`config.mk`:
```
export PLATFORM = sky130hd
export DESIGN_NAME = tlc_counter
export DESIGN_NICKNAME = d
export VERILOG_FILES = /design/src/rtl/tlc_pkg.sv /design/src/rtl/tlc_feedback.sv /design/src/rtl/tlc_state_reg.sv /design/src/rtl/tlc_term_detect.sv /design/src/rtl/tlc_counter.sv
export SDC_FILE = /design/constraint.sdc
export NUM_CORES = 1
export LEC_CHECK = 0
export BUFFER_PORTS_ARGS = -buffer_cell sky130_fd_sc_hd__buf_2
export CAP_MARGIN = 25
export CORE_AREA = 2 2 39 41
export DETAILED_ROUTE_END_ITERATION = 7
export DIE_AREA = 0 0 41 43
export GPL_ROUTABILITY_DRIVEN = 1
export PLACE_DENSITY = 0.3
export SETUP_SLACK_MARGIN = 0.15
export SYNTH_ARGS = -nofsm -noshare
export SYNTH_HDL_FRONTEND = slang
export SYNTH_HIERARCHICAL = 1
export SYNTH_SLANG_ARGS = --single-unit
```
`constraint.sdc`:
```
create_clock -name clk_i -period 2.3 [get_ports clk_i]
set_clock_uncertainty 0.1 [all_clocks]
set_input_delay 0.115 -clock clk_i [delete_from_list [all_inputs] [get_ports clk_i]]
set_output_delay 0.115 -clock clk_i [all_outputs]
set_load 0.1 [all_outputs]
```
`src/rtl/tlc_pkg.sv`:
```
package tlc_pkg;

  // Feedback bit made of two parts: the raw tap result and the skip flip.
  typedef struct packed {
    logic raw;
    logic flip;
  } tlc_fb_t;

  // Equality of the two top bits (XNOR).
  function automatic logic tlc_tap_xnor(input logic hi, input logic lo);
    return ~(hi ^ lo);
  endfunction

  // Bit that is shifted in.
  function automatic logic tlc_fb_bit(input tlc_fb_t f);
    return f.raw ^ f.flip;
  endfunction

endpackage

```
`src/rtl/tlc_feedback.sv`:
```
module tlc_feedback #(
  parameter int unsigned WIDTH = 4,
  parameter logic [WIDTH-1:0] SKIP_STATE = 'h9
) (
  input  logic [WIDTH-1:0] state_i,
  output logic             fb_o,
  output logic             skip_hit_o
);
  import tlc_pkg::*;

  localparam int unsigned TAP_HI = WIDTH - 1;
  localparam int unsigned TAP_LO = WIDTH - 2;

  tlc_fb_t fb;

  always_comb begin
    skip_hit_o = (state_i == SKIP_STATE);
    fb.raw     = tlc_tap_xnor(state_i[TAP_HI], state_i[TAP_LO]);
    fb.flip    = skip_hit_o;
    fb_o       = tlc_fb_bit(fb);
  end
endmodule

```
`src/rtl/tlc_state_reg.sv`:
```
module tlc_state_reg #(
  parameter int unsigned WIDTH = 4,
  parameter logic [WIDTH-1:0] RESET_VALUE = '0
) (
  input  logic             clk_i,
  input  logic             rst_i,
  input  logic             step_i,
  input  logic             fb_i,
  output logic [WIDTH-1:0] state_o
);
  logic [WIDTH-1:0] state_d;

  always_comb begin
    if (step_i) state_d = {state_o[WIDTH-2:0], fb_i};
    else        state_d = state_o;
  end

  always_ff @(posedge clk_i) begin
    if (rst_i) state_o <= RESET_VALUE;
    else       state_o <= state_d;
  end
endmodule

```
`src/rtl/tlc_term_detect.sv`:
```
module tlc_term_detect #(
  parameter int unsigned WIDTH = 4,
  parameter logic [WIDTH-1:0] TERM_STATE = 'h9
) (
  input  logic             rst_i,
  input  logic             en_i,
  input  logic [WIDTH-1:0] state_i,
  output logic             term_o
);
  logic at_term;

  always_comb begin
    at_term = (state_i == TERM_STATE);
    term_o  = at_term & en_i & ~rst_i;
  end
endmodule

```
`src/rtl/tlc_counter.sv`:
```
module tlc_counter #(
  parameter int unsigned WIDTH = 4,
  parameter logic [WIDTH-1:0] SKIP_STATE  = 'h9,
  parameter logic [WIDTH-1:0] TERM_STATE  = 'h9,
  parameter logic [WIDTH-1:0] RESET_VALUE = '0
) (
  input  logic             clk_i,
  input  logic             rst_i,
  input  logic             en_i,
  output logic [WIDTH-1:0] count_o,
  output logic             term_o
);
  // Internal events, brought out by name for the checker.
  logic fb_bit;
  logic skip_hit;
  logic step_en;

  assign step_en = en_i;

  tlc_feedback #(
    .WIDTH      (WIDTH),
    .SKIP_STATE (SKIP_STATE)
  ) u_feedback (
    .state_i    (count_o),
    .fb_o       (fb_bit),
    .skip_hit_o (skip_hit)
  );

  tlc_state_reg #(
    .WIDTH       (WIDTH),
    .RESET_VALUE (RESET_VALUE)
  ) u_state (
    .clk_i   (clk_i),
    .rst_i   (rst_i),
    .step_i  (step_en),
    .fb_i    (fb_bit),
    .state_o (count_o)
  );

  tlc_term_detect #(
    .WIDTH      (WIDTH),
    .TERM_STATE (TERM_STATE)
  ) u_term (
    .rst_i   (rst_i),
    .en_i    (en_i),
    .state_i (count_o),
    .term_o  (term_o)
  );
endmodule

```
======== Yosys cells after proc, flatten, opt, wreduce, memory -nomap -nowiden ========
Index checks and enable logic that the tools add are counted.
operators by class
  eq/ne operators ......................... 1
  bitwise logic cells ..................... 6
operators with widths
  operator            number
  $eq 4x4->1 const B  1
  $and 1x1->1         2
  $not 1->1           2
  $xor 1x1->1         2
word-level totals
  logic and storage cells ................. 8
  bits of input ports ..................... 3
  output and inout port bits .............. 5
  register bits after elaboration ......... 4

======== Depth between registers and ports, before layout ========
Gate-level depths: netlist of run 1.
  depth after elaboration ................. 3
  mapped depth ............................ 4
  mapped depth without buffers ............ 4

======== Hierarchy ========
The synthesis of run 1 kept the hierarchy.
by module, submodules not included
  module           sequential area each (µm²)  area an instance (µm²)  times used  cells an instance
  tlc_state_reg    80.1                        140.1                   1           13
  tlc_feedback     0.0                         32.5                    1           5
  tlc_term_detect  0.0                         23.8                    1           2

======== Worst setup path after synthesis of run 1 ========
Ideal clock, no wire load.
  path kind ............................... flip-flop to output port
  start ................................... register u_state.state_o[3]
  end ..................................... output term_o
  stages on the path, launching flop included .. 3
  setup slack ............................. -364 ps
  data arrival time ....................... 2449 ps
  buffers on the path ..................... 0
  data required time ...................... 2085 ps
  cell sequence ........................... dfxtp_1 -> nand4bb_1 -> nor3b_2
on the way
  word-level cells in the longest chain between the ends .. 3
ends and longest elaborated chain
  element                   RTL line               text
  start, declared           tlc_state_reg.sv:9     output logic [WIDTH-1:0] state_o
  start signal, assigned    tlc_state_reg.sv:20    else state_o <= state_d;
  $eq 4x4->1                tlc_term_detect.sv:13  at_term = (state_i == TERM_STATE);
  $and 1x1->1 (2 in a row)  tlc_term_detect.sv:14  term_o = at_term & en_i & ~rst_i;
  end, declared             tlc_counter.sv:11      output logic term_o
No other way between the ends.

======== Worst setup path in the final report of run 1 ========
  start ................................... input rst_i
  end ..................................... output term_o
on the way
  word-level cells in the longest chain between the ends .. 2
ends and longest elaborated chain
  element          RTL line               text
  start, declared  tlc_counter.sv:8       input logic rst_i,
  $not 1->1        tlc_term_detect.sv:14
  $and 1x1->1      tlc_term_detect.sv:14
No other way between the ends.

==> reports/qor.yml, run 1 <==
die:
  die_w_um: 41
  rows: 14
  core_um2: 1384
  io-pin-count: 8
  start_util: 0.1374
  die_y_um: 43
  die_area_um2: 1763
global_routing:
  grt_pass1_vias: 155
  antenna_found_initial: 0
  grt_max_degree: 7
  grtUsageTotal: 0.05120
  grt-ovfl-total: 0
  grt_pass1_wl_um: 517
clock_network:
  clk_latency_ps: 230
  cts-root-buf: "clkbuf_4"
  ctsResizeCount: 0
  htreeDepth: 1
  postCtsSetupRepairBufs: 0
  cts_buffers: 3
  clock_path_buffers: 2
  clkSlewWorstSetupHoldPaths_ps: 40
  cts_tree: "built"
  cts_hold_buf: 1
  clock_sinks: 4
worst_setup_path:
  crit_type: "in2out"
  path_buf_inv: 3
  cp_max_fo: 5
  worstPathArrival_ps: 1640
  required_ps: 2090
  crit_chain: "dlygate4sd3_1, buf_2, nand4bb_1, nor3b_4, buf_2"
  setup.worst_path.end_class: "output pin"
  cp-start-kind: "input pin"
  max_stage_delay_ps: 530
  crit_top_cell: "buf_2"
  critPathSlowestCell: "dlygate4sd3_1"
  path_delay_family: "buffers and inverters"
routing:
  drtIter0Drc: 1
  wirelength_um: 370
  ant_nets: 0
  post-route-drc-count: 0
  drt_pass1_iterations: 4
  wl_per_cell_um: 8.222
  route.vias.total: 164
  vias_per_cell: 3.644
place:
  io_buffers: 7
  hpwlAfterDp_um: 305.1
  dp_slack_ps: 857.7
  gp_congestion: 0.6201
synthesis:
  syn_nets: 22
  avgSynthCellArea_um2: 10.01
  yosys_warnings: 6
  netlist_instances: 19
  synth_area_um2: 190.2
sta:
  fin_setup_tns_ps: 0
  slew_violations: 0
  clock.fmax_mhz: 539.1
  finalCritPeriodShare: 0.8066
  rsz0062_at_grt: "false"
  final.min_clock_period_ps: 1855
  hold_violations: 0
  slew_headroom: 0.6775
  setup_viol: 0
  tightestPinTransition_ps: 487.1
  layout_setup_ws_ps: 444.9
layout:
  areaGrowthSynthToFinish_pct: 48.03
  drive_above_1_share: 0.4828
  final_common_cell: "buf_2"
  top_register: "u_state/state_o"
  multi_input_area_um2: 111.4
  reg.largest.list: "u_state/state_o (4)"
  fin_nets: 34
  ff_latch_area_um2: 82.58
  fillCellCount: 165
  num_antenna_cells: 0
  final_cell_mix: "buf_2, mux2i_1, nor2_1"
  largest_reg_flops: 4
run_status:
  status: "finished, final reports clean"
min_path:
  min_path_type: "in2reg"
power:
  peakVddDrop_mv: 0.1577
  p_leak_nw: 0.1312
  power_density_nw_per_um2: 712.2
run:
  maxCapViolCount: 0
-- power breakdown --
part	switching, mW	total [mW]	internal, mW
combinational	0.0289	0.0392	0.0103
clock	0.0258	0.0840	0.0582
sequential	0.00399	0.0773	0.0733
total	0.0588	0.200	0.142
-- final cells by class --
class | count | share of cell area
multi-input combinational | 14 | 0.3956
sequential | 4 | 0.2933
timing repair buffer | 8 | 0.1600
clock buffer | 3 | 0.08000
tap | 16 | 0.07111
-- per-stage QoR --
stage,util,area [um2],hold WS [ps],instances,total power [mW]
floorplan,-,198.9,79.97,19,0.1101
global placement,0.1799,249.0,246.6,41,0.1170
detailed placement,0.1799,249.0,235.5,41,0.1167
CTS,0.2034,281.5,135.8,45,0.2062
global route,0.2034,281.5,155.4,45,0.2084
finish,0.2034,281.5,141.7,45,0.2005
-- per-layer routing --
| metal | wire length, um | track usage |
|---|---|---|
| met1 | 137 | 0.04502 |
| met2 | 184 | 0.05938 |
| met3 | 48 | 0.03141 |
| met4 | 0 | 0.08000 |
| met5 | 0 | 0 |
-- final timing paths --
kind,start,endpoint,slack (ps),cells past startpoint
setup reg to reg,u_state/state_o[1],u_state/state_o[0],1300,4
hold / removal,en_i,u_state/state_o[3],140,3
hold reg to reg,u_state/state_o[3],u_state/state_o[3],430,2
setup / recovery,rst_i,term_o,440,5
-- tightest hold or removal path, stage by stage --
cell	delay, ps
buf_2	150
mux2i_1	90
nor2_1	70
Power figures use the tool's default switching activity.
==> run 2, diff against run 1 <==
Settings changed: PLACE_DENSITY 0.3 to 0.31.
Clock period 2.3 ns to 1.7 ns, I/O delays scaled along.
==> run 2 against run 1 <==
Against the previous run: die area unchanged; first-iteration DRC count unchanged; clock-buffer cell count up 1; combinational power up 37%; worst hold slack worse by 29 ps; global-route usage up 0.51 points; via count up 1.2%; sequential power up 32%; critical path depth down 2; core utilization up 2.1 points; design area up 10%; non-clock buffer count unchanged; highest routed layer unchanged.
==> reports/qor.yml, run 2 (synthesis gave the netlist of run 1 again) <==
routing:
  drt_pass1_iterations: 4  # unchanged
  vias_per_cell: 3.609  # was 3.644
  drtIter0Drc: 1  # unchanged
  route.vias.total: 166  # was 164
  wl_per_cell_um: 8.696  # was 8.222 um
  ant_nets: 0  # unchanged
  post-route-drc-count: 0  # unchanged
  wirelength_um: 400  # was 370 um
sta:
  slew_violations: 0  # unchanged
  rsz0062_at_grt: "false"  # unchanged
  tightestPinTransition_ps: 487.2  # was 487.1 ps
  hold_violations: 0  # unchanged
  final.min_clock_period_ps: 1446
  clock.fmax_mhz: 691.4
  setup_viol: 0  # unchanged
  slew_headroom: 0.6775  # about the same
  finalCritPeriodShare: 0.8508
run_status:
  status: "finished, final reports clean"  # unchanged
clock_network:
  htreeDepth: 1  # unchanged
  cts-root-buf: "clkbuf_4"  # unchanged
  ctsResizeCount: 0  # unchanged
  cts_buffers: 3  # unchanged
  postCtsSetupRepairBufs: 0  # unchanged
  cts_hold_buf: 1  # unchanged
  clock_path_buffers: 2  # unchanged
  clock_sinks: 4  # unchanged
  clkSlewWorstSetupHoldPaths_ps: 40  # about the same
  cts_tree: "built"  # unchanged
  clk_latency_ps: 240  # was 230 ps
worst_setup_path:
  worstPathArrival_ps: 1260  # was 1640 ps
  cp-start-kind: "flop"  # was input pin
  setup.worst_path.end_class: "output pin"  # unchanged
  ff2ff_path_depth: 4  # unchanged
  cp_max_fo: 6  # was 5
  worstReg2RegStart: "u_state/state_o[3]"  # was u_state/state_o[1]
  r2r_setup_slack_ps: 740  # was 1300 ps
  required_ps: 1510  # was 2090 ps
  crit_type: "reg2out"  # was in2out
  worstReg2RegEnd: "u_state/state_o[0]"  # unchanged
power:
  p_leak_nw: 0.1367  # was 0.1312 nW
  peakVddDrop_mv: 0.2576  # was 0.1577 mV
  power_density_nw_per_um2: 918.7  # was 712.2 nW/um2
  p_total_mw: 0.2851  # was 0.2005 mW
global_routing:
  antenna_found_initial: 0  # unchanged
  grt_max_degree: 7  # unchanged
  grt_pass1_vias: 166  # was 155
  grtUsageTotal: 0.05628  # was 0.05120
  grt_pass1_wl_um: 627  # was 517 um
  grt-ovfl-total: 0  # unchanged
layout:
  largest_reg_flops: 4  # unchanged
  top_register: "u_state/state_o"  # unchanged
  reg.largest.list: "u_state/state_o (4)"  # unchanged
  fin_nets: 34  # unchanged
  final_cell_mix: "buf_2, mux2i_1, nor2_1"  # unchanged
  final_core_util: 0.2242  # was 0.2034
  final_common_cell: "buf_2"  # unchanged
  drive_above_1_share: 0.5333  # was 0.4828
  final_area_um2: 310.3  # was 281.5 um2
  areaGrowthSynthToFinish_pct: 63.16  # was 48.03%
  num_antenna_cells: 0  # unchanged
min_path:
  min_path_type: "in2reg"  # unchanged
  holdPathStages: 3  # unchanged
  min_from: "en_i"  # unchanged
  hold_end: "u_state/state_o[1]"  # was u_state/state_o[3]
die:
  die_area_um2: 1763  # unchanged
  rows: 14  # unchanged
  core_um2: 1384  # unchanged
  die_w_um: 41  # unchanged
  io-pin-count: 8  # unchanged
  die_y_um: 43  # unchanged
  start_util: 0.1374  # unchanged
place:
  dpl_cell_area_um2: 274.0  # was 249.0 um2
  gp_congestion: 0.5657  # was 0.6201
  io_buffers: 7  # unchanged
  hpwlAfterDp_um: 319.7  # was 305.1 um
run:
  maxCapViolCount: 0  # unchanged
[run 2: changes by cell type in the layout (fill, tap and decap cells not counted), sizes merged]
cell	before	now
clkbuf	3	4
[run 2: worst max-delay path, cell delays in order (launching register included)]
cell and delay [ps]:
dfxtp_4 350, nand4bb_1 240, nor3b_4 240, buf_12 200
[run 2: per-layer routing]
metal	track usage	vias up	wire, um
met4	0.06000	0	0
met3	0.03141	0	46
li1	-	86	-
met2	0.06875	5	197
met1	0.06129	75	156
met5	0	-	0
[run 2: worst max path at each step]
stage / start / end / slack [ps]
after floorplan: u_state/state_o[3] / term_o / -60
after global placement: u_state/state_o[2] / term_o / 500
after detailed placement: u_state/state_o[2] / term_o / 490
after CTS: u_state/state_o[2] / term_o / 230
after global routing: u_state/state_o[2] / term_o / 160
final: u_state/state_o[2] / term_o / 250
[run 2: final cells by class]
cell class | instances | area (um2)
flip-flops and latches | 4 | 92.59
clock buffers | 4 | 26.28
repair buffers | 8 | 60.06
multi-input cells | 14 | 111.4
well taps | 16 | 20.02
fillers | 165 | 1074
[run 2: metrics by stage]
step	cells	hold slack, ps	TNS (ps)	worst slack [ps]
after floorplan	19	47.70	-63.56	-63.56
after global placement	41	211.0	0	501.7
after detailed placement	41	212.2	0	490.3
after CTS	46	109.4	0	226.0
after global routing	46	123.4	0	161.6
final	46	112.3	0	253.6
[run 2: power by group]
group          internal [mW]  switching (mW)
logic                 0.0141          0.0395
registers             0.0962         0.00552
clock network         0.0882          0.0415
==> run 3, diff against run 2 <==
Settings changed: SETUP_SLACK_MARGIN 0.15 to 0.4, SYNTH_HIERARCHICAL 1 to unset.
==> run 3 against run 2 <==
Against the previous run: critical path depth is 1 higher; die area stayed put; setup slack better by 58 ps; non-clock buffer count is 1 higher; design area is 8.5% higher; critical path type unchanged; critical endpoint unchanged; largest cell class unchanged; largest power group unchanged.
==> reports/qor.yml, run 3 <==
worst_setup_path:
  r2r_setup_slack_ps: 600  # was 740 ps
  crit_chain: "inv_2, ha_4, nor4b_4, buf_6"  # was nand4bb_1, nor3b_4, buf_12
  setup.worst_path.end_class: "output pin"  # unchanged
  required_ps: 1510  # about the same
  worstPathArrival_ps: 1200  # was 1260 ps
  cp-start-kind: "flop"  # unchanged
  max_stage_delay_ps: 340  # was 350 ps
  ff2ff_path_depth: 5  # was 4
  crit_type: "reg2out"  # unchanged
  critPathSlowestCell: "dfxtp_4"  # unchanged
  cp_max_fo: 3  # was 6
  worstReg2RegEnd: "u_state.state_o[0]"  # was u_state/state_o[0]
  worstReg2RegStart: "u_state.state_o[2]"  # was u_state/state_o[3]
routing:
  drt_pass1_iterations: 2  # was 4
  wl_per_cell_um: 9.714  # was 8.696 um
  drtIter0Drc: 3  # was 1
  ant_nets: 0  # unchanged
  post-route-drc-count: 0  # unchanged
  route.vias.total: 189  # was 166
  vias_per_cell: 3.857  # was 3.609
  wirelength_um: 476  # was 400 um
clock_network:
  clkSlewWorstSetupHoldPaths_ps: 40  # about the same
  cts-root-buf: "clkbuf_4"  # unchanged
  clock_path_buffers: 2  # unchanged
  clock_sinks: 4  # unchanged
  cts_buffers: 3  # unchanged
  clk_latency_ps: 240  # about the same
  cts_tree: "built"  # unchanged
  htreeDepth: 1  # unchanged
place:
  dp_slack_ps: 361.5  # was 490.3 ps
  hpwlAfterDp_um: 336.4  # was 319.7 um
  dpl_cell_area_um2: 281.5  # was 274.0 um2
  placed_cells: 43  # was 41
  io_buffers: 7  # unchanged
  gp_congestion: 0.6567  # was 0.5657
synthesis:
  synth_compound_area_frac: 0.08000
  synth-edff-count: 0
  synthFlopType: "dfxtp_1"
  syn_nets: 24  # was 22
  netlist.area_leader.share: 0.4267
  synth_simple_gate_area_frac: 0.2800
  synthAdderAreaFrac: 0.06667
  yosys_warnings: 0  # was 6
  synth.area.mux_share: 0.1067
  netlist_instances: 20  # was 19
  synth_top_cells_by_area: "dfxtp_1, mux2i_1, nor4b_2"
  synth_area_um2: 187.7  # was 190.2 um2
  ys_seq_area_frac: 0.4267
  synthMostInstantiatedCell: "dfxtp_1"
  synth.distinct_cells: 13
  synth_xor_area_frac: 0
  synth-async-reset-ratio: 0
  synthTopCellsByCount: "dfxtp_1, a21oi_1, inv_1, mux2i_1, nor2_1"
  synth_top_family_by_area: "simple AND/OR/NAND/NOR gates"
  synth_top_cell_by_area: "dfxtp_1"
  avgSynthCellArea_um2: 9.384  # was 10.01 um2
  ys_ff_latch: 4
sta:
  setup_viol: 0  # unchanged
  hold_violations: 0  # unchanged
  slew_headroom: 0.6788  # was 0.6775
  rsz0062_at_grt: "true"  # was false
  tightestPinTransition_ps: 485.1  # was 487.2 ps
  layout_setup_ws_ps: 311.5  # was 253.6 ps
  final.min_clock_period_ps: 1389  # was 1446 ps
  fin_setup_tns_ps: 0  # unchanged
  slew_violations: 0  # unchanged
  clock.fmax_mhz: 720.2  # was 691.4 MHz
  whs_ps: 57.79  # was 112.3 ps
  finalCritPeriodShare: 0.8168  # was 0.8508
die:
  io-pin-count: 8  # unchanged
  start_util: 0.1356  # was 0.1374
  die_area_um2: 1763  # unchanged
  core_um2: 1384  # unchanged
  die_w_um: 41  # unchanged
  die_y_um: 43  # unchanged
  rows: 14  # unchanged
layout:
  num_antenna_cells: 0  # unchanged
  largest_reg_flops: 4  # unchanged
  areaGrowthSynthToFinish_pct: 79.33  # was 63.16%
  final_core_util: 0.2432  # was 0.2242
  fin_nets: 38  # was 34
  final_common_cell: "clkbuf_4"  # was buf_2
  final_area_um2: 336.6  # was 310.3 um2
  reg.largest.list: "u_state.state_o (4)"  # was u_state/state_o (4)
  drive_above_1_share: 0.6061  # was 0.5333
  layoutNonFillerInstCount: 49  # was 46
  top_register: "u_state.state_o"  # was u_state/state_o
  final_cell_mix: "clkbuf_4, buf_2, dfxtp_4"  # was buf_2, mux2i_1, nor2_1
  fillCellCount: 151  # was 165
global_routing:
  antenna_found_initial: 0  # unchanged
  grt-ovfl-total: 0  # unchanged
  grt_pass1_vias: 212  # was 166
  grtUsageTotal: 0.08032  # was 0.05628
  grt_pass1_wl_um: 876  # was 627 um
  grt_max_degree: 7  # unchanged
min_path:
  holdPathStages: 3  # unchanged
  min_path_type: "in2reg"  # unchanged
  min_from: "en_i"  # unchanged
  hold_end: "u_state.state_o[0]"  # was u_state/state_o[1]
power:
  p_leak_nw: 0.1345  # was 0.1367 nW
  p_total_mw: 0.2841  # was 0.2851 mW
  p_clk_frac: 0.471  # was 0.455
  share_comb_of_total_power: 0.177  # was 0.188
  internal_power_mw: 0.1964  # was 0.1985 mW
  sw_frac_of_total: 0.3086  # was 0.3035
  power_density_nw_per_um2: 844.0  # was 918.7 nW/um2
  pwr-share-seq: 0.352  # was 0.357
  peakVddDrop_mv: 0.2945  # was 0.2576 mV
  p_switching_mw: 0.08767  # was 0.08652 mW
run_status:
  status: "finished, final reports clean"  # unchanged
run:
  maxCapViolCount: 0  # unchanged
[run 3: repair_timing]
action                                  in CTS  in global routing
buffers inserted                             1                  0
hold buffers                                 1                  0
hold endpoints to repair                     4                  0
pin swaps                                    1                  0
gates resized for setup                      2                  2
endpoints found under the setup margin       1                  3
[run 3: how the worst max path moves through the flow]
stage                  end  slack (ps)               start
finish              term_o         310  u_state.state_o[2]
global route        term_o         250  u_state.state_o[2]
CTS                 term_o         290  u_state.state_o[2]
detailed placement  term_o         360  u_state.state_o[2]
global placement    term_o         360  u_state.state_o[2]
floorplan           term_o        -230  u_state.state_o[3]
[run 3: layer usage]
layer,vias to the layer above,part of all wire,GRT usage
met4,0,0,0.1000
met1,91,0.39,0.07717
met2,2,0.58,0.1063
li1,96,-,-
met3,0,0.027,0.03665
met5,-,0,0
[run 3: critical path, delay by kind of cell, from the launching register on]
kind,cells,cell delay (ps)
AND/OR/NAND/NOR,1,190
flip-flops,1,340
buffers and inverters,2,320
adder cells (fa/ha/maj),1,120
[run 3: cell families (layout without fill, tap and decap cells)]
kind of cell	after synthesis	after routing
compound gates	3	3
fa+ha+maj	1	1
buf+inv	2	15
flops	4	4
mux	2	2
simple gates	8	8
[run 3: power groups by stage]
stage / Combinational [mW] / Clock (mW) / Sequential [mW]
6_report: 0.0503 / 0.134 / 0.100
2_1_floorplan: 0.00979 / 0 / 0.127
3_5_place_dp: 0.0467 / 0 / 0.102
5_1_grt: 0.0531 / 0.147 / 0.101
3_3_place_gp: 0.0470 / 0 / 0.102
4_1_cts: 0.0498 / 0.145 / 0.0999
[run 3: area by class of cell]
cell class	instances	area (um2)	share of cell area
inverter	2	7.507	0.02230
multi-input combinational	14	126.4	0.3755
clock buffer	4	26.28	0.07807
tap	16	20.02	0.05948
timing repair buffer	9	63.81	0.1896
sequential	4	92.59	0.2751
